`config.mk`:
```
export PLATFORM = sky130hd
export DESIGN_NAME = tmr_gr_chan
export DESIGN_NICKNAME = d
export VERILOG_FILES = /design/src/rtl/tmr_gr_pkg.sv /design/src/rtl/tmr_edge_sync.sv /design/src/rtl/tmr_gr_unit.sv /design/src/rtl/tmr_gr_chan.sv
export SDC_FILE = /design/constraint.sdc
export NUM_CORES = 1
export LEC_CHECK = 0
export BUFFER_PORTS_ARGS = -buffer_cell sky130_fd_sc_hd__buf_2
export CAP_MARGIN = 20
export CORE_MARGIN = 2
export CORE_UTILIZATION = 31
export CTS_BUF_LIST = sky130_fd_sc_hd__clkbuf_16
export CTS_CLUSTER_SIZE = 20
export DETAILED_ROUTE_END_ITERATION = 6
export PLACE_DENSITY = 0.61
export SLEW_MARGIN = 20
export SYNTH_ARGS = -nofsm -noshare
export SYNTH_HDL_FRONTEND = slang
export SYNTH_SLANG_ARGS = --single-unit
```
`constraint.sdc`:
```
create_clock -name clk_i -period 1.7 [get_ports clk_i]
set_input_delay 0.085 -clock clk_i [delete_from_list [all_inputs] [get_ports clk_i]]
set_output_delay 0.085 -clock clk_i [all_outputs]
set_load 0.1 [all_outputs]
```
`src/rtl/tmr_gr_pkg.sv`:
```
`timescale 1ns/1ps
package tmr_gr_pkg;
  typedef struct packed {
    logic       rsv;
    logic       cap;
    logic [1:0] fn;
  } gr_ctl_t;

  localparam logic [1:0] FN_KEEP = 2'b00;
  localparam logic [1:0] FN_LOW  = 2'b01;
  localparam logic [1:0] FN_HIGH = 2'b10;
  localparam logic [1:0] FN_INV  = 2'b11;
endpackage

```
`src/rtl/tmr_edge_sync.sv`:
```
`timescale 1ns/1ps
module tmr_edge_sync #(
  parameter int N = 2
) (
  input  logic         clk_i,
  input  logic         rst_ni,
  input  logic [N-1:0] pin_i,
  output logic [N-1:0] rise_o,
  output logic [N-1:0] fall_o
);
  logic [N-1:0] s1_q, s2_q, prev_q;

  always_ff @(posedge clk_i or negedge rst_ni) begin
    if (!rst_ni) begin
      s1_q   <= '0;
      s2_q   <= '0;
      prev_q <= '0;
    end else begin
      s1_q   <= pin_i;
      s2_q   <= s1_q;
      prev_q <= s2_q;
    end
  end

  assign rise_o = s2_q & ~prev_q;
  assign fall_o = ~s2_q & prev_q;

  // an edge seen now reflects the pin level two clocks ago
  p_rise_lat_r6: assert property (@(posedge clk_i) disable iff (!rst_ni)
    (rise_o & ~$past(pin_i, 2)) == '0);
  p_fall_lat_r6: assert property (@(posedge clk_i) disable iff (!rst_ni)
    (fall_o & $past(pin_i, 2)) == '0);
endmodule

```
`src/rtl/tmr_gr_unit.sv`:
```
`timescale 1ns/1ps
module tmr_gr_unit
  import tmr_gr_pkg::*;
#(
  parameter int W = 16
) (
  input  logic         clk_i,
  input  logic         rst_ni,
  input  logic         standby_i,
  input  logic [W-1:0] cnt_i,
  input  gr_ctl_t      ctl_i,
  input  logic         cap_en_i,
  input  logic         rise_i,
  input  logic         fall_i,
  input  logic         wr_hi_i,
  input  logic         wr_lo_i,
  input  logic [W-1:0] wdata_i,
  input  logic         stat_rd_i,
  input  logic         stat_wr_i,
  input  logic         stat_bit_i,
  output logic [W-1:0] val_o,
  output logic         flag_o,
  output logic         pin_o
);
  localparam int HB = W / 2;

  logic [W-1:0] val_q;
  logic         flag_q, armed_q, pin_q;
  logic         edge_ok, cap_hit, cmp_hit, set_ev, clr_ev;

  always_comb begin
    if (ctl_i.fn[1])      edge_ok = rise_i | fall_i;
    else if (ctl_i.fn[0]) edge_ok = fall_i;
    else                  edge_ok = rise_i;
  end

  assign cap_hit = cap_en_i & ctl_i.cap & edge_ok;
  assign cmp_hit = ~ctl_i.cap & (cnt_i == val_q);
  assign set_ev  = cap_hit | cmp_hit;
  assign clr_ev  = stat_wr_i & armed_q & ~stat_bit_i;

  always_ff @(posedge clk_i or negedge rst_ni) begin
    if (!rst_ni) begin
      val_q <= '1;
    end else if (standby_i) begin
      val_q <= '1;
    end else if (cap_hit) begin
      val_q <= cnt_i;
    end else begin
      if (wr_hi_i) val_q[W-1:HB] <= wdata_i[W-1:HB];
      if (wr_lo_i) val_q[HB-1:0] <= wdata_i[HB-1:0];
    end
  end

  always_ff @(posedge clk_i or negedge rst_ni) begin
    if (!rst_ni) begin
      flag_q  <= 1'b0;
      armed_q <= 1'b0;
    end else if (standby_i) begin
      flag_q  <= 1'b0;
      armed_q <= 1'b0;
    end else begin
      if (set_ev)      flag_q <= 1'b1;
      else if (clr_ev) flag_q <= 1'b0;
      if (stat_wr_i)                armed_q <= 1'b0;
      else if (stat_rd_i && flag_q) armed_q <= 1'b1;
    end
  end

  always_ff @(posedge clk_i or negedge rst_ni) begin
    if (!rst_ni) begin
      pin_q <= 1'b0;
    end else if (standby_i) begin
      pin_q <= 1'b0;
    end else if (cmp_hit) begin
      unique case (ctl_i.fn)
        FN_KEEP: pin_q <= pin_q;
        FN_LOW:  pin_q <= 1'b0;
        FN_HIGH: pin_q <= 1'b1;
        FN_INV:  pin_q <= ~pin_q;
      endcase
    end
  end

  assign val_o  = val_q;
  assign flag_o = flag_q;
  assign pin_o  = pin_q;

  p_cap_latch_r5: assert property (@(posedge clk_i) disable iff (!rst_ni)
    (cap_hit && !standby_i) |=> val_q == $past(cnt_i));
  p_set_wins_r8: assert property (@(posedge clk_i) disable iff (!rst_ni)
    (set_ev && !standby_i) |=> flag_q);
  p_standby_r7: assert property (@(posedge clk_i) disable iff (!rst_ni)
    standby_i |=> (val_q == '1 && !flag_q && !pin_q && !armed_q));
  p_pin_hold_r4: assert property (@(posedge clk_i) disable iff (!rst_ni)
    (!cmp_hit && !standby_i) |=> $stable(pin_q));
endmodule

```
`src/rtl/tmr_gr_chan.sv`:
```
`timescale 1ns/1ps
module tmr_gr_chan
  import tmr_gr_pkg::*;
#(
  parameter int W    = 16,
  parameter int NREG = 2
) (
  input  logic            clk_i,
  input  logic            rst_ni,
  input  logic            standby_i,
  input  logic            pwm_mode_i,
  input  logic [W-1:0]    cnt_i,
  input  logic [NREG-1:0] cap_pin_i,
  output logic [NREG-1:0] cmp_pin_o,
  input  logic [1:0]      sel_i,
  input  logic            wr_i,
  input  logic            rd_i,
  input  logic [1:0]      be_i,
  input  logic [W-1:0]    wdata_i,
  output logic [W-1:0]    rdata_o
);
  localparam int          CTW      = 4 * NREG;
  localparam logic [1:0]  SEL_CTL  = 2'(NREG);
  localparam logic [1:0]  SEL_STAT = 2'(NREG + 1);

  logic [CTW-1:0]  ctl_q;
  logic [NREG-1:0] rise, fall, flags;
  logic [W-1:0]    vals [NREG];
  logic            stat_rd, stat_wr;

  assign stat_rd = rd_i & (sel_i == SEL_STAT);
  assign stat_wr = wr_i & (sel_i == SEL_STAT) & be_i[0];

  always_ff @(posedge clk_i or negedge rst_ni) begin
    if (!rst_ni)                                   ctl_q <= '0;
    else if (standby_i)                            ctl_q <= '0;
    else if (wr_i && sel_i == SEL_CTL && be_i[0])  ctl_q <= wdata_i[CTW-1:0];
  end

  tmr_edge_sync #(.N(NREG)) u_sync (
    .clk_i  (clk_i),
    .rst_ni (rst_ni),
    .pin_i  (cap_pin_i),
    .rise_o (rise),
    .fall_o (fall)
  );

  for (genvar r = 0; r < NREG; r++) begin : g_reg
    gr_ctl_t ctl_eff;
    logic    hit_sel;
    assign ctl_eff = pwm_mode_i ? '0 : gr_ctl_t'(ctl_q[4*r +: 4]);
    assign hit_sel = wr_i & (sel_i == 2'(r));

    tmr_gr_unit #(.W(W)) u_unit (
      .clk_i      (clk_i),
      .rst_ni     (rst_ni),
      .standby_i  (standby_i),
      .cnt_i      (cnt_i),
      .ctl_i      (ctl_eff),
      .cap_en_i   (~pwm_mode_i),
      .rise_i     (rise[r]),
      .fall_i     (fall[r]),
      .wr_hi_i    (hit_sel & be_i[1]),
      .wr_lo_i    (hit_sel & be_i[0]),
      .wdata_i    (wdata_i),
      .stat_rd_i  (stat_rd),
      .stat_wr_i  (stat_wr),
      .stat_bit_i (wdata_i[r]),
      .val_o      (vals[r]),
      .flag_o     (flags[r]),
      .pin_o      (cmp_pin_o[r])
    );
  end

  always_comb begin
    rdata_o = '0;
    if (sel_i == SEL_CTL)       rdata_o[CTW-1:0]  = ctl_q;
    else if (sel_i == SEL_STAT) rdata_o[NREG-1:0] = flags;
    else if (int'(sel_i) < NREG) rdata_o = vals[sel_i];
  end

  // with PWM mode on, no pin moves on the following edge
  p_pwm_quiet_r10: assert property (@(posedge clk_i) disable iff (!rst_ni)
    (pwm_mode_i && !standby_i) |=> $stable(cmp_pin_o));
  // a reset always leaves the pins low
  p_rst_pins_r1: assert property (@(posedge clk_i) disable iff (!rst_ni)
    $rose(rst_ni) |-> cmp_pin_o == '0);
endmodule

```
## Word level (Yosys, flattened, before mapping)

Cells that the tools add are included.

- Flip-flop bits (word level): 52
- Bits in latches: 0
- Memory bits (writable): 0
- Memory bits (read-only): 0
- Output and inout bits: 18
- Logic and storage cells: 126
- Memories: 0

- $add $sub $neg: 0
- Multipliers: 0
- Divide/modulo/power cells: 0
- $lt $le $gt $ge: 2
- Equal/unequal tests: 13
- Shifts and indexed selects: 0
- Multiplexer cells: 42
- Bitwise operators: 35
- Reductions and logical operators: 20

Operator list:

| cell | number |
|---|---|
| $mux W16 | 8 |
| $mux W8 | 8 |
| $eq A16 B16 Y1 | 2 |
| $reduce_bool A3 Y1 | 8 |
| $mux W1 | 20 |
| $and A1 B1 Y1 | 19 |
| $mux W14 | 1 |
| $eq A2 B2 Y1 const B | 6 |
| $not A1 Y1 | 7 |
| $eq A2 B1 Y1 const B | 3 |
| $logic_not A2 Y1 | 3 |
| $mux W3 | 2 |
| $pmux W1 S3 | 2 |
| $reduce_bool A2 Y1 | 3 |
| $and A2 B2 Y2 | 2 |
| $logic_and A1 B1 Y1 | 4 |
| $ne A2 B2 Y1 const B | 2 |
| $not A2 Y2 | 2 |
| $or A1 B1 Y1 | 4 |
| $reduce_and A2 Y1 | 2 |
| $ge A3 B2 Y1 const B | 1 |
| $not A2 Y3 | 1 |
| $lt A2 B2 Y1 const B | 1 |
| $mux W2 | 1 |

## Depth between registers and ports, before layout

Gate-level depths: netlist (run 1).

- Depth after elaboration: 8
- Gate-level depth with buffers: 8
- Mapped depth without buffers: 7

## Modules after synthesis

From an unflattened synthesis (run 1), not the netlist that was laid out.

- Cell total of the unflattened synthesis: 349
- Area, all modules: 3392.0 µm²

Modules (own cells, without submodules):

| module | times used | cells an instance | area each (µm²) | sequential area each (µm²) |
|---|---|---|---|---|
| tmr_gr_unit | 2 | 125 | 1198.6 | 495.5 |
| tmr_gr_chan | 1 | 89 | 809.5 | 200.2 |
| tmr_edge_sync | 1 | 10 | 185.2 | 150.1 |

## Worst setup path before layout (run 1)

Ideal clock, no wire load.

- Kind: reg2out
- Start point: register g_reg[0].u_unit.val_q[5]
- End point: output rdata_o[5]
- Data arrival time: 2699 ps
- Path slack: -1084 ps
- Cell stages (with the launch flop): 3
- Path buffers: 0
- Cells stage by stage: dfstp_2 -> mux2i_1 -> o21ai_0

- Cells in the longest elaborated chain, start to end: 6

RTL lines:

| what | RTL line | RTL |
|---|---|---|
| start, declared | tmr_gr_unit.sv:27 | `logic [W-1:0] val_q;` |
| start signal, assigned | tmr_gr_unit.sv:48 | `val_q <= cnt_i;` |
| start signal, assigned by index | tmr_gr_unit.sv:50 | `if (wr_hi_i) val_q[W-1:HB] <= wdata_i[W-1:HB];` |
| start signal, assigned by index | tmr_gr_unit.sv:51 | `if (wr_lo_i) val_q[HB-1:0] <= wdata_i[HB-1:0];` |
| $mux W16 (not written as such) (3 in series) | tmr_gr_chan.sv:79 | `else if (int'(sel_i) < NREG) rdata_o = vals[sel_i];` |
| $mux W16 | tmr_gr_chan.sv:79 |  |
| $mux W14 | tmr_gr_chan.sv:78 | `else if (sel_i == SEL_STAT) rdata_o[NREG-1:0] = flags;` |
| $mux W8 | tmr_gr_chan.sv:77 | `if (sel_i == SEL_CTL) rdata_o[CTW-1:0] = ctl_q;` |
| end, declared | tmr_gr_chan.sv:20 | `output logic [W-1:0] rdata_o` |

Every way passes these cells. The select of a mux whose other input is x is not followed.

## Final worst setup path (run 1)

- Start point: register u_sync.prev_q[1]
- End point: register g_reg[1].u_unit.val_q[3]

- Cells in the longest elaborated chain, start to end: 7

RTL lines:

| what | RTL line | RTL |
|---|---|---|
| start, declared | tmr_edge_sync.sv:11 | `logic [N-1:0] s1_q, s2_q, prev_q;` |
| start signal, assigned | tmr_edge_sync.sv:21 | `prev_q <= s2_q;` |
| $not A2 Y2 | tmr_edge_sync.sv:25 | `assign rise_o = s2_q & ~prev_q;` |
| $and A2 B2 Y2 | tmr_edge_sync.sv:25 |  |
| $mux W1 / $or A1 B1 Y1 (equally long branches) | tmr_gr_unit.sv:33, tmr_gr_unit.sv:32 |  |
| $mux W1 * | tmr_gr_unit.sv:32 | `if (ctl_i.fn[1]) edge_ok = rise_i \| fall_i;` |
| $and A1 B1 Y1 * | tmr_gr_unit.sv:37 | `assign cap_hit = cap_en_i & ctl_i.cap & edge_ok;` |
| $mux W16 | tmr_gr_unit.sv:47 | `end else if (cap_hit) begin` |
| $mux W16 | tmr_gr_unit.sv:45 | `end else if (standby_i) begin` |
| end signal, assigned | tmr_gr_unit.sv:48 |  |
| end signal, assigned by index | tmr_gr_unit.sv:50 |  |
| end signal, assigned by index | tmr_gr_unit.sv:51 |  |
| end, declared | tmr_gr_unit.sv:27 |  |

Every way passes the cells marked *; elsewhere a longest branch is shown, timed or not.
A chain may end at the register's enable or synchronous reset.

==> summary.md, run 1 <==
| Metric | Value |
|---|---|
| Status | finished with violations |
| Failing checks | negative setup slack |
| Post-placement cell count | 586 |
| P per Cell Area | 707 nW/µm² |
| Clock buffer depth | 2 |
| DR pass1 iterations | 5 |
| Worst skew pair latency | about 0.29 ns |
| 1st-iter DRT viols | approximately 260 |
| IO buf count | between 60 and 70 |
| Chip height | roughly 110 µm |
| Worst Tran Pin Value | between 0.4 and 0.5 ns |
| Hold EP | ctl_q[2]$_DFFE_PN0P_ |
| Post-route clock period utilization | 1.02 |
| First-pass GRT wire length | 15,900 µm |
| Worst Hold Slack | 0.0500 ns |
| Unique masters post-synth | 35 |
| Diode count | 0 |
| Startpoint Class | flip-flop |
| Hold depth | 3 |
| Syn Std Cell Area | 3400 µm² |
| Register area share after synthesis | 0.395 |
| Worst hold start | wdata_i[2] |
| Final Skew | 0.00788 ns |
| Slew headroom | 0.677 |
| Total grt overflow | 0 |
| Max H-tree Level | 2 |
| Area growth syn-to-layout | 31.1% |
| Share of layout cells above drive strength 1 | 0.350 |
| Antenna-violating nets left | 0 |
| Layout filler cell count | 1,083 |
| RR Startpoint | u_sync.prev_q[1]$_DFF_PN0_ |
| Max frequency | roughly 580 MHz |
| Syn Area/Cell | a little under 9 µm² |
| Drt wl/cell | 17.9 µm |
| Layout Nets | 513 |
| R2R depth | 9 |
| GRT Total Usage | 0.175 |
| Crit path from | u_sync.prev_q[1]$_DFF_PN0_ |
| Vias in the first global route | 2,912 |
| CP max FO | 8 |
| Setup ws final | -0.0287 ns |
| Synth Instances | between 300 and 400 |
| DR vias | between 3,000 and 4,000 |
| GP Congestion | 0.831 |
| Fin cells | 606 |
| DP HPWL | between 7000 and 8000 µm |
| Dominant synthesized flop cell | dfstp_2 |
| Avg Vias per Cell | between 5 and 6 |
| Setup TNS | -0.194 ns |
| Worst min-delay path class | in -> reg |
| Setup CP Type | reg -> reg |
| Seq cells post-synth | 52 |
| Clock root cell | clkbuf_16 |
| Pin count of the biggest net entering global routing | between 50 and 60 |
| Critical Path Sink Type | flip-flop |
| IO Count | 62 |
| Flop2flop setup slack | -0.03 ns |
| Hold Vio Cnt, Final | 0 |
| Initial core utilization | 0.316 |
| Worst endpoint required time | 1.94 ns |
| Final count of negative-setup-slack endpoints | 12 |
| Max-cap violations | 0 |
| Clock transition at the registers of the reported paths | ~0.070 ns |
| Core ar. | 10,700 µm² |
| # DRC | 0 |
| Post-Syn Nets | 440 |
| Die extent in x | approximately 110 µm |
| Setup WS pre-CTS | -0.193 ns |
| Critical path arrival | between 1.5 and 2 ns |
| CTS tree | yes |
| Worst vdd ir | 0.000402 V |
| Initial antenna violation count | 0 |
| Power, Total | 3150 µW |
| Drt total wl | 10,800 µm |
| RSZ-0062 raised after global routing | true |
| Final Max Slew Viols | 0 |
| EDFF count, synth | 0 |
| Synth async-reset ratio | 1.00 |
| Static leakage | 0.00193 µW |
| FP Rows | 38 |
| Clock sink count | 52 |
| Ys Warns | 0 |
| Reg-to-reg endpoint | g_reg[1].u_unit.val_o[3]$_DFFE_PN1P_ |
| Period minus WS final | 1.73 ns |
| Die ar. | 11,800 µm² |
| CTS Buf Count | 5 |
-- cell type report --
class                   count  area (µm²)  area share
clock inverters             3        18.8     0.00421
repair buffers             89         795       0.178
well taps                 140         175      0.0393
flip-flops and latches     52        1340       0.301
inverters                   4        15.0     0.00337
multi-input cells         313        1980       0.445
clock buffers               5         125      0.0281
-- flip-flops by register name (all words and copies together) (netlist names) --
register,flops
ctl_q,8
g.u_unit.armed_q,2
g.u_unit.flag_o,2
g.u_unit.pin_o,2
g.u_unit.val_o,32
u_sync.prev_q,2
u_sync.s1_q,2
u_sync.s2_q,2
-- cells in the mapped netlist, drive strengths merged, types with 7 or more instances --
master,instances,area (µm²)
or2,32,200
a21oi,10,50.1
o21ai,8,40.0
a31oi,34,213
nor2,42,158
mux2i,14,140
xnor2,26,228
nand2,94,353
clkbuf,7,27.5
dfstp,32,841
dfrtp,20,500
buf,16,148
-- cells in the final DEF, fill, tap and decap left out, types with 10 or more instances in the layout --
cell        n
buf_2      54
buf_4      13
buf_12     13
nand2_1    93
nor2_1     27
clkbuf_16  10
dfstp_2    32
xnor2_1    25
dfrtp_1    20
a21oi_1    10
mux2i_1    14
or2_1      32
a31oi_1    32
nor2_2     14
-- worst max-delay path, stage by stage (launching register included) --
cell and delay, ns:
dfrtp_1 0.36, inv_1 0.05, ha_2 0.17, mux2_4 0.27, o211ai_4 0.18, buf_12 0.16
clkbuf_16 0.16, nor2_1 0.04, a31oi_1 0.14, or2_1 0.13
-- how the worst max path moves through the flow --
stage,to,slack (ns)
2_1_floorplan,rdata_o[5],-0.33
3_3_place_gp,g_reg[0].u_unit.pin_o$_DFFE_PN0P_,-0.20
3_5_place_dp,g_reg[0].u_unit.pin_o$_DFFE_PN0P_,-0.19
4_1_cts,g_reg[1].u_unit.val_o[4]$_DFFE_PN1P_,0.03
5_1_grt,g_reg[1].u_unit.val_o[3]$_DFFE_PN1P_,-0.12
6_report,g_reg[1].u_unit.val_o[3]$_DFFE_PN1P_,-0.03
-- metal layers --
metal | vias up | track usage | part of all wire
li1 | 1462 | - | -
met1 | 1469 | 0.249 | 0.44
met2 | 156 | 0.285 | 0.47
met3 | 16 | 0.0233 | 0.075
met4 | 0 | 0.0385 | 0.013
met5 | - | 0 | 0
-- metrics by stage --
| step | util | area, µm² |
|---|---|---|
| finish | 0.414 | 4450 |
| global route | 0.414 | 4450 |
| CTS | 0.390 | 4190 |
| detailed placement | 0.372 | 4000 |
| global placement | 0.372 | 4000 |
| floorplan | - | 3420 |
-- where the power goes --
group,internal (µW),switching [µW]
registers,1300,36.7
clock network,542,481
logic,270,518
-- kinds of logic after synthesis --
group | Yosys count | share of synthesized area
buffers and inverters | 27 | 0.0560
flip-flops | 52 | 0.395
adder cells (fa/ha/maj) | 4 | 0.0147
multiplexers | 18 | 0.0633
AO/OA/AOI/OAI | 56 | 0.107
XOR/XNOR | 32 | 0.0825
AND/OR/NAND/NOR | 203 | 0.282
-- timing repair --
item / in CTS / in global routing
setup endpoints to repair: 2 / 35
hold buffers: 3 / 0
cloned: 0 / 6
pin swaps: 1 / 9
hold endpoints to repair: 22 / 0
setup buffers: 0 / 3
gates resized for setup: 2 / 18
No activity file was read; power rests on OpenSTA's default activity.
==> run 2, diff against run 1 <==
==> constraint.sdc (replaced) <==
create_clock -name clk_i -period 1.7 [get_ports clk_i]
set_input_delay 0.17 -clock clk_i [delete_from_list [all_inputs] [get_ports clk_i]]
set_output_delay 0.17 -clock clk_i [all_outputs]
set_load 0.1 [all_outputs]
==> run 2 against run 1 <==
Net effect:
- the flow still finishes with violations (negative setup slack)
- utilization grew 0.51 points
- worst setup slack gained 0.024 ns
- largest power group unchanged
- sequential power is essentially flat
- via count shrank 1.3%
- critical endpoint is now g_reg[0].u_unit.val_o[8]$_DFFE_PN1P_
==> summary.md, run 2 (same netlist as run 1, synthesis figures left out) <==
| Metric | Value |
|---|---|
| Status | finished with violations (unchanged) |
| Failing checks | negative setup slack (unchanged) |
| Clock root cell | clkbuf_16 (unchanged) |
| Critical Path Sink Type | flip-flop (unchanged) |
| Initial antenna violation count | 0 (unchanged) |
| Final count of negative-setup-slack endpoints | 2 (was 12) |
| CP max stage delay | 0.37 ns (was 0.36 ns) |
| DR pass1 iterations | 4 (was 5) |
| Clock transition at the registers of the reported paths | 0.08 ns (was 0.07 ns) |
| Setup ws final | -0.00451 ns (was -0.0287 ns) |
| Worst endpoint required time | 1.93 ns (was 1.94 ns) |
| Vias in the first global route | 2,975 (was 2,912) |
| Clock buffer depth | 2 (unchanged) |
| DP HPWL | 7250 µm (was 7200 µm) |
| 1st-iter DRT viols | 226 (was 257) |
| DR vias | 3,063 (was 3,103) |
| RSZ-0062 raised after global routing | true (unchanged) |
| Total grt overflow | 0 (unchanged) |
| CP max FO | 8 (unchanged) |
| Avg Vias per Cell | 5.08 (was 5.12) |
| # DRC | 0 (unchanged) |
| Met2 Use GR | 0.278 (was 0.285) |
| Cell chain of the critical path | inv_1, ha_2, mux2_4, o211ai_4, buf_12, clkbuf_16, a31oi_1, or2_1 (was inv_1, ha_2, mux2_4, o211ai_4, buf_12, clkbuf_16, nor2_1, a31oi_1, or2_1) |
| Slowest library cell on the worst path | dfrtp_1 (unchanged) |
| P per Cell Area | 744 nW/µm² (was 707 nW/µm²) |
| Met3 usage | 0.0436 (was 0.0233) |
| Die extent in x | 109 µm (unchanged) |
| Worst path buffer plus inverter count | 3 (unchanged) |
| Drt total wl | 10,400 µm (was 10,800 µm) |
| Diode count | 0 (unchanged) |
| Antenna-violating nets left | 0 (unchanged) |
| Slew headroom | 0.678 (was 0.677) |
| Initial core utilization | 0.316 (unchanged) |
| Max reg flops | 32 (unchanged) |
| Most frequent cells in the layout | nand2_1 (94), buf_2 (45), a31oi_1 (32), or2_1 (32), dfstp_2 (32) (was nand2_1 (93), buf_2 (54), a31oi_1 (32), or2_1 (32), dfstp_2 (32)) |
| First-pass GRT wire length | 15,800 µm (was 15,900 µm) |
| Drt wl/cell | 17.2 µm (was 17.9 µm) |
| Core ar. | 10,700 µm² (unchanged) |
| Max H-tree Level | 2 (unchanged) |
| Area growth syn-to-layout | 32.7% (was 31.1%) |
| Die ar. | 11,800 µm² (unchanged) |
| Max frequency | 587 MHz (was 578 MHz) |
| Met1 Usage GRT | 0.238 (was 0.249) |
| IO Count | 62 (unchanged) |
| Layout filler cell count | 1,090 (was 1,083) |
| Setup WS pre-CTS | -0.151 ns (was -0.193 ns) |
| Setup CP Type | reg -> reg (unchanged) |
| Worst Tran Pin Value | 0.486 ns (was 0.483 ns) |
| CTS tree | yes (unchanged) |
| Gr busiest metal | met2 (unchanged) |
| Cell family with most CP delay | flip-flops (was buffers and inverters) |
| Pin count of the biggest net entering global routing | 53 (unchanged) |
| Clock sink count | 52 (unchanged) |
| Startpoint Class | flip-flop (unchanged) |
| Hold Vio Cnt, Final | 0 (unchanged) |
| GP Congestion | 0.882 (was 0.831) |
| FP Rows | 38 (unchanged) |
| Final Max Slew Viols | 0 (unchanged) |
| Chip height | 109 µm (unchanged) |
| Final Skew | 0.0101 ns (was 0.00788 ns) |
| GRT Total Usage | 0.176 (was 0.175) |
| Period minus WS final | 1.70 ns (was 1.73 ns) |
| CTS Buf Count | 5 (unchanged) |
| Worst skew pair latency | 0.30 ns (was 0.29 ns) |
| Post-route clock period utilization | 1.00 (was 1.02) |
| Share of layout cells above drive strength 1 | 0.346 (was 0.350) |
| Worst min-delay path class | in -> reg (unchanged) |
| Commonest non-fill, non-tap cell in the layout | nand2_1 (unchanged) |
| Setup TNS | -0.00876 ns (was -0.194 ns) |
| Static leakage | 0.00193 µW (about the same) |
| IO buf count | 61 (unchanged) |
| Layout Nets | 510 (was 513) |
| Worst vdd ir | 0.000395 V (was 0.000402 V) |
| Max-cap violations | 0 (unchanged) |
| Critical path arrival | 1.93 ns (was 1.97 ns) |
[run 2: layout make-up]
class,count,area [µm²],share of cell area
Clock buffer,5,125,0.0278
Clock inverter,3,42.5,0.00944
Inverter,4,15.0,0.00333
Multi-Input combinational cell,313,1990,0.442
Sequential cell,52,1340,0.298
Tap cell,140,175,0.0389
Timing Repair Buffer,86,817,0.181
[run 2: routing by layer]
layer	vias to the layer above	share of wire
met5	-	0
met4	0	0.015
met1	1475	0.42
met2	121	0.48
li1	1455	-
met3	12	0.084
[run 2: power by group]
part	internal, µW	switching [µW]	total [µW]
registers	1300	36.1	1340
clock network	694	488	1180
logic	311	526	836
[run 2: worst register-to-register path: stages, from the launching register on]
cell	delay (ns)
dfrtp_1	0.37
inv_1	0.06
ha_2	0.16
mux2_4	0.27
o211ai_4	0.18
buf_12	0.15
clkbuf_16	0.16
a31oi_1	0.07
or2_1	0.23
[run 2: worst paths after layout]
kind / start / end / slack (ns) / cells after the start
worst max-delay path: u_sync.s2_q[0]$_DFF_PN0_ / g_reg[0].u_unit.val_o[8]$_DFFE_PN1P_ / -0.005 / 8
worst min-delay path: wdata_i[6] / ctl_q[6]$_DFFE_PN0P_ / 0.13 / 3
worst max register to register: u_sync.s2_q[0]$_DFF_PN0_ / g_reg[0].u_unit.val_o[8]$_DFFE_PN1P_ / -0.005 / 8
worst min register to register: u_sync.s1_q[0]$_DFF_PN0_ / u_sync.s2_q[0]$_DFF_PN0_ / 0.35 / 0
max in group asynchronous: rst_ni / g_reg[1].u_unit.val_o[7]$_DFFE_PN1P_ / 1.00 / 3
min in group asynchronous: rst_ni / u_sync.s1_q[1]$_DFF_PN0_ / 0.39 / 3
[run 2: what timing repair did]
item	CTS	global route
pin swaps	1	7
cloned	0	2
setup endpoints to repair	4	35
setup buffers	0	2
endpoints found under the hold margin	22	0
hold buffers	3	0
resized for setup	5	16
[run 2: through the flow]
step	utilization	total power, µW	hold slack (ns)	std cells	cell area [µm²]
after floorplan	-	1830	-0.126	392	3440
after global placement	0.385	2160	0.191	588	4140
after detailed placement	0.385	2170	0.195	588	4140
after CTS	0.405	3350	0.126	599	4360
after global routing	0.420	3470	0.132	603	4510
final	0.420	3350	0.128	603	4510
==> run 3, diff against run 2 <==
--- a/config.mk
+++ b/config.mk
@@ -5,6 +5,7 @@
 export SDC_FILE = /design/constraint.sdc
 export NUM_CORES = 1
 export LEC_CHECK = 0
+export ABC_AREA = 1
 export BUFFER_PORTS_ARGS = -buffer_cell sky130_fd_sc_hd__buf_2
 export CAP_MARGIN = 20
 export CORE_MARGIN = 2
@@ -12,7 +13,7 @@
 export CTS_BUF_LIST = sky130_fd_sc_hd__clkbuf_16
 export CTS_CLUSTER_SIZE = 20
 export DETAILED_ROUTE_END_ITERATION = 6
-export PLACE_DENSITY = 0.61
+export PLACE_DENSITY = 0.6
 export SLEW_MARGIN = 20
 export SYNTH_ARGS = -nofsm -noshare
 export SYNTH_HDL_FRONTEND = slang
==> run 3 against run 2 <==
Net effect:
- non-clock buffer count down 8
- die area is 3.5% higher
- critical path depth is 1 lower
- hold slack better by 0.033 ns
- critical path type unchanged
- total power up 9.1%
- register-to-register slack improved by 0.08 ns
- the flow now finishes without violations
- fmax increased by 4.8%
- area after synthesis rose by 3.7%
==> summary.md, run 3 <==
| Metric | Value |
|---|---|
| Status | finished clean (was finished with violations) |
| GP Congestion | 0.858 (was 0.882) |
| Unique masters post-synth | 38 (was 35) |
| DR pass1 iterations | 5 (was 4) |
| Setup TNS | 0 ns (was -0.00876 ns) |
| GRT Total Usage | 0.181 (was 0.176) |
| Clock root cell | clkbuf_16 (unchanged) |
| Cell family with most CP delay | compound AO/OA/AOI/OAI gates (was flip-flops) |
| Worst min-delay path class | in -> reg (unchanged) |
| Syn Area/Cell | 7.16 µm² (was 8.67 µm²) |
| CTS Buf Count | 5 (unchanged) |
| Max H-tree Level | 2 (unchanged) |
| First-pass GRT wire length | 18,100 µm (was 15,800 µm) |
| Dominant synthesized flop cell | dfstp_2 (unchanged) |
| Seq cells post-synth | 52 (unchanged) |
| Pin count of the biggest net entering global routing | 53 (unchanged) |
| Drt wl/cell | 15.7 µm (was 17.2 µm) |
| CTS tree | yes (unchanged) |
| Setup WS pre-CTS | -0.00755 ns (was -0.151 ns) |
| Synth top area share | 0.239 (was 0.248) |
| Startpoint Class | flip-flop (unchanged) |
| Hold Vio Cnt, Final | 0 (unchanged) |
| Post-Syn Nets | 540 (was 440) |
| P per Cell Area | 800 nW/µm² (was 744 nW/µm²) |
| Max reg flops | 32 (unchanged) |
| Setup CP Type | reg -> reg (unchanged) |
| 1st-iter DRT viols | 289 (was 226) |
| Max frequency | 615 MHz (was 587 MHz) |
| Area growth syn-to-layout | 29.8% (was 32.7%) |
| DR vias | 3,518 (was 3,063) |
| FP Rows | 38 (unchanged) |
| Power, Total | 3660 µW (was 3350 µW) |
| Worst Tran Pin Value | 0.719 ns (was 0.486 ns) |
| Diode count | 0 (unchanged) |
| EDFF count, synth | 0 (unchanged) |
| Die ar. | 12,200 µm² (was 11,800 µm²) |
| Chip height | 111 µm (was 109 µm) |
| Fin cells | 700 (was 603) |
| Initial antenna violation count | 0 (unchanged) |
| Total grt overflow | 0 (unchanged) |
| Top-count cell post-synth | nand2_1 (unchanged) |
| Final Max Slew Viols | 0 (unchanged) |
| Worst path buffer plus inverter count | 1 (was 3) |
| CP max stage delay | 0.41 ns (was 0.37 ns) |
| Commonest non-fill, non-tap cell in the layout | nand2_1 (unchanged) |
| Slowest library cell on the worst path | dfrtp_1 (unchanged) |
| Yosys top cell by area | dfstp_2 (unchanged) |
| Share of layout cells above drive strength 1 | 0.300 (was 0.346) |
| Syn Std Cell Area | 3520 µm² (was 3400 µm²) |
| Final count of negative-setup-slack endpoints | 0 (was 2) |
| Vias in the first global route | 3,603 (was 2,975) |
| Max-cap violations | 0 (unchanged) |
| Clock sink count | 52 (unchanged) |
| Synth async-reset ratio | 1.00 (unchanged) |
| Antenna-violating nets left | 0 (unchanged) |
| RSZ-0062 raised after global routing | true (unchanged) |
| Static leakage | 0.00226 µW (was 0.00193 µW) |
| Critical path arrival | 1.85 ns (was 1.93 ns) |
| Final Skew | 0.00386 ns (was 0.0101 ns) |
| Drt total wl | 11,000 µm (was 10,400 µm) |
| Worst skew pair latency | 0.29 ns (was 0.30 ns) |
| Critical Path Sink Type | flip-flop (unchanged) |
| Period minus WS final | 1.63 ns (was 1.70 ns) |
| Worst endpoint required time | 1.92 ns (was 1.93 ns) |
| Post-placement cell count | 684 (was 588) |
| Layout Nets | 607 (was 510) |
| Commonest cells in the netlist | nand2_1 (135), inv_1 (71), o21ai_0 (56), dfstp_2 (32), nor2_1 (29) (was nand2_1 (94), nor2_1 (42), a31oi_1 (34), dfstp_2 (32), or2_1 (32)) |
| Initial core utilization | 0.321 (was 0.316) |
| Clock transition at the registers of the reported paths | 0.07 ns (was 0.08 ns) |
| Core ar. | 11,000 µm² (was 10,700 µm²) |
| Die extent in x | 111 µm (was 109 µm) |
| IO buf count | 61 (unchanged) |
| Most frequent cells in the layout | nand2_1 (135), inv_1 (71), buf_2 (45) (was nand2_1 (94), buf_2 (45), a31oi_1 (32), or2_1 (32), dfstp_2 (32)) |
| Worst Hold Slack | 0.161 ns (was 0.128 ns) |
| Register area share after synthesis | 0.381 (was 0.395) |
| Cell chain of the critical path | inv_1, ha_1, nand3_2, nand3_4, a21oi_4, o31ai_2, a21oi_1 (was inv_1, ha_2, mux2_4, o211ai_4, buf_12, clkbuf_16, a31oi_1, or2_1) |
| IO Count | 62 (unchanged) |
| Avg Vias per Cell | 5.03 (was 5.08) |
| Setup ws final | 0.0738 ns (was -0.00451 ns) |
| CP max FO | 8 (unchanged) |
| Ys Warns | 0 (unchanged) |
| DP HPWL | 8130 µm (was 7250 µm) |
| Slew headroom | 0.518 (was 0.678) |
| Clock buffer depth | 2 (unchanged) |
| Synth Instances | 492 (was 392) |
| # DRC | 0 (unchanged) |
| Leading cell types by total area after synthesis | dfstp_2 (24%), nand2_1 (14%), dfrtp_1 (14%), o21ai_0 (8.0%), inv_1 (7.6%) (was dfstp_2 (25%), dfrtp_1 (15%), nand2_1 (10%), xnor2_1 (6.7%), a31oi_1 (6.3%)) |
| Worst vdd ir | 0.000412 V (was 0.000395 V) |
| Post-route clock period utilization | 0.957 (was 1.00) |
-- run 3: layout make-up --
cell class	count	area, µm²
fillers	1157	6410
multi-input cells	345	1900
flip-flops and latches	52	1340
repair buffers	78	722
inverters	77	292
well taps	140	175
clock buffers	5	125
clock inverters	3	13.8
-- run 3: layer usage --
layer / GRT usage / wire length [µm]
met4: 0.0392 / 142
met1: 0.254 / 5140
met3: 0.0329 / 687
met5: 0 / 0
met2: 0.292 / 5030
-- run 3: metrics by stage --
step           instance area [µm²]   util
2_1_floorplan                 3560      -
3_3_place_gp                  4270  0.389
3_5_place_dp                  4270  0.389
4_1_cts                       4450  0.405
5_1_grt                       4570  0.416
6_report                      4570  0.416
-- run 3: cells by family (layout without fill, tap and decap cells) --
logic type,after synthesis,in the layout,share of synthesized area
buffers and inverters,96,163,0.118
and+or+nand+nor,212,212,0.267
adders and majority gates,4,4,0.0142
xor gates and xnor gates,4,4,0.00995
DFF,52,52,0.381
AOI/OAI and AO/OA,124,125,0.210
-- run 3: worst min-delay path, stage by stage --
cell	delay [ns]
buf_2	0.12
nand3_1	0.07
o21ai_1	0.05
-- run 3: path summary, 6_finish.rpt --
kind                                          start                                     to  slack [ns]  depth (start not counted)
max in group asynchronous                    rst_ni  g_reg[1].u_unit.val_o[14]$_DFFE_PN1P_        1.00                          3
hold reg to reg            u_sync.s1_q[0]$_DFF_PN0_               u_sync.s2_q[0]$_DFF_PN0_        0.35                          0
setup reg to reg           u_sync.s2_q[0]$_DFF_PN0_   g_reg[0].u_unit.val_o[0]$_DFFE_PN1P_        0.07                          7
hold / removal                           wdata_i[6]                   ctl_q[6]$_DFFE_PN0P_        0.16                          3
setup / recovery           u_sync.s2_q[0]$_DFF_PN0_   g_reg[0].u_unit.val_o[0]$_DFFE_PN1P_        0.07                          7
min in group asynchronous                    rst_ni    g_reg[1].u_unit.armed_q$_DFFE_PN0P_        0.41                          3
-- run 3: repair_timing --
| action | in CTS | in global routing |
|---|---|---|
| resized for setup | 1 | 26 |
| cloned | 0 | 1 |
| setup endpoints to repair | 1 | 35 |
| hold buffers | 3 | 0 |
| pin swaps | 0 | 10 |
| buffers inserted | 0 | 4 |
| hold endpoints to repair | 22 | 0 |
-- run 3: power by group --
group,total (µW),internal (µW),leakage (µW),switching [µW]
clock,1020,538,0.0000730,477
combinational,1190,403,0.00159,784
sequential,1460,1390,0.000602,67.8
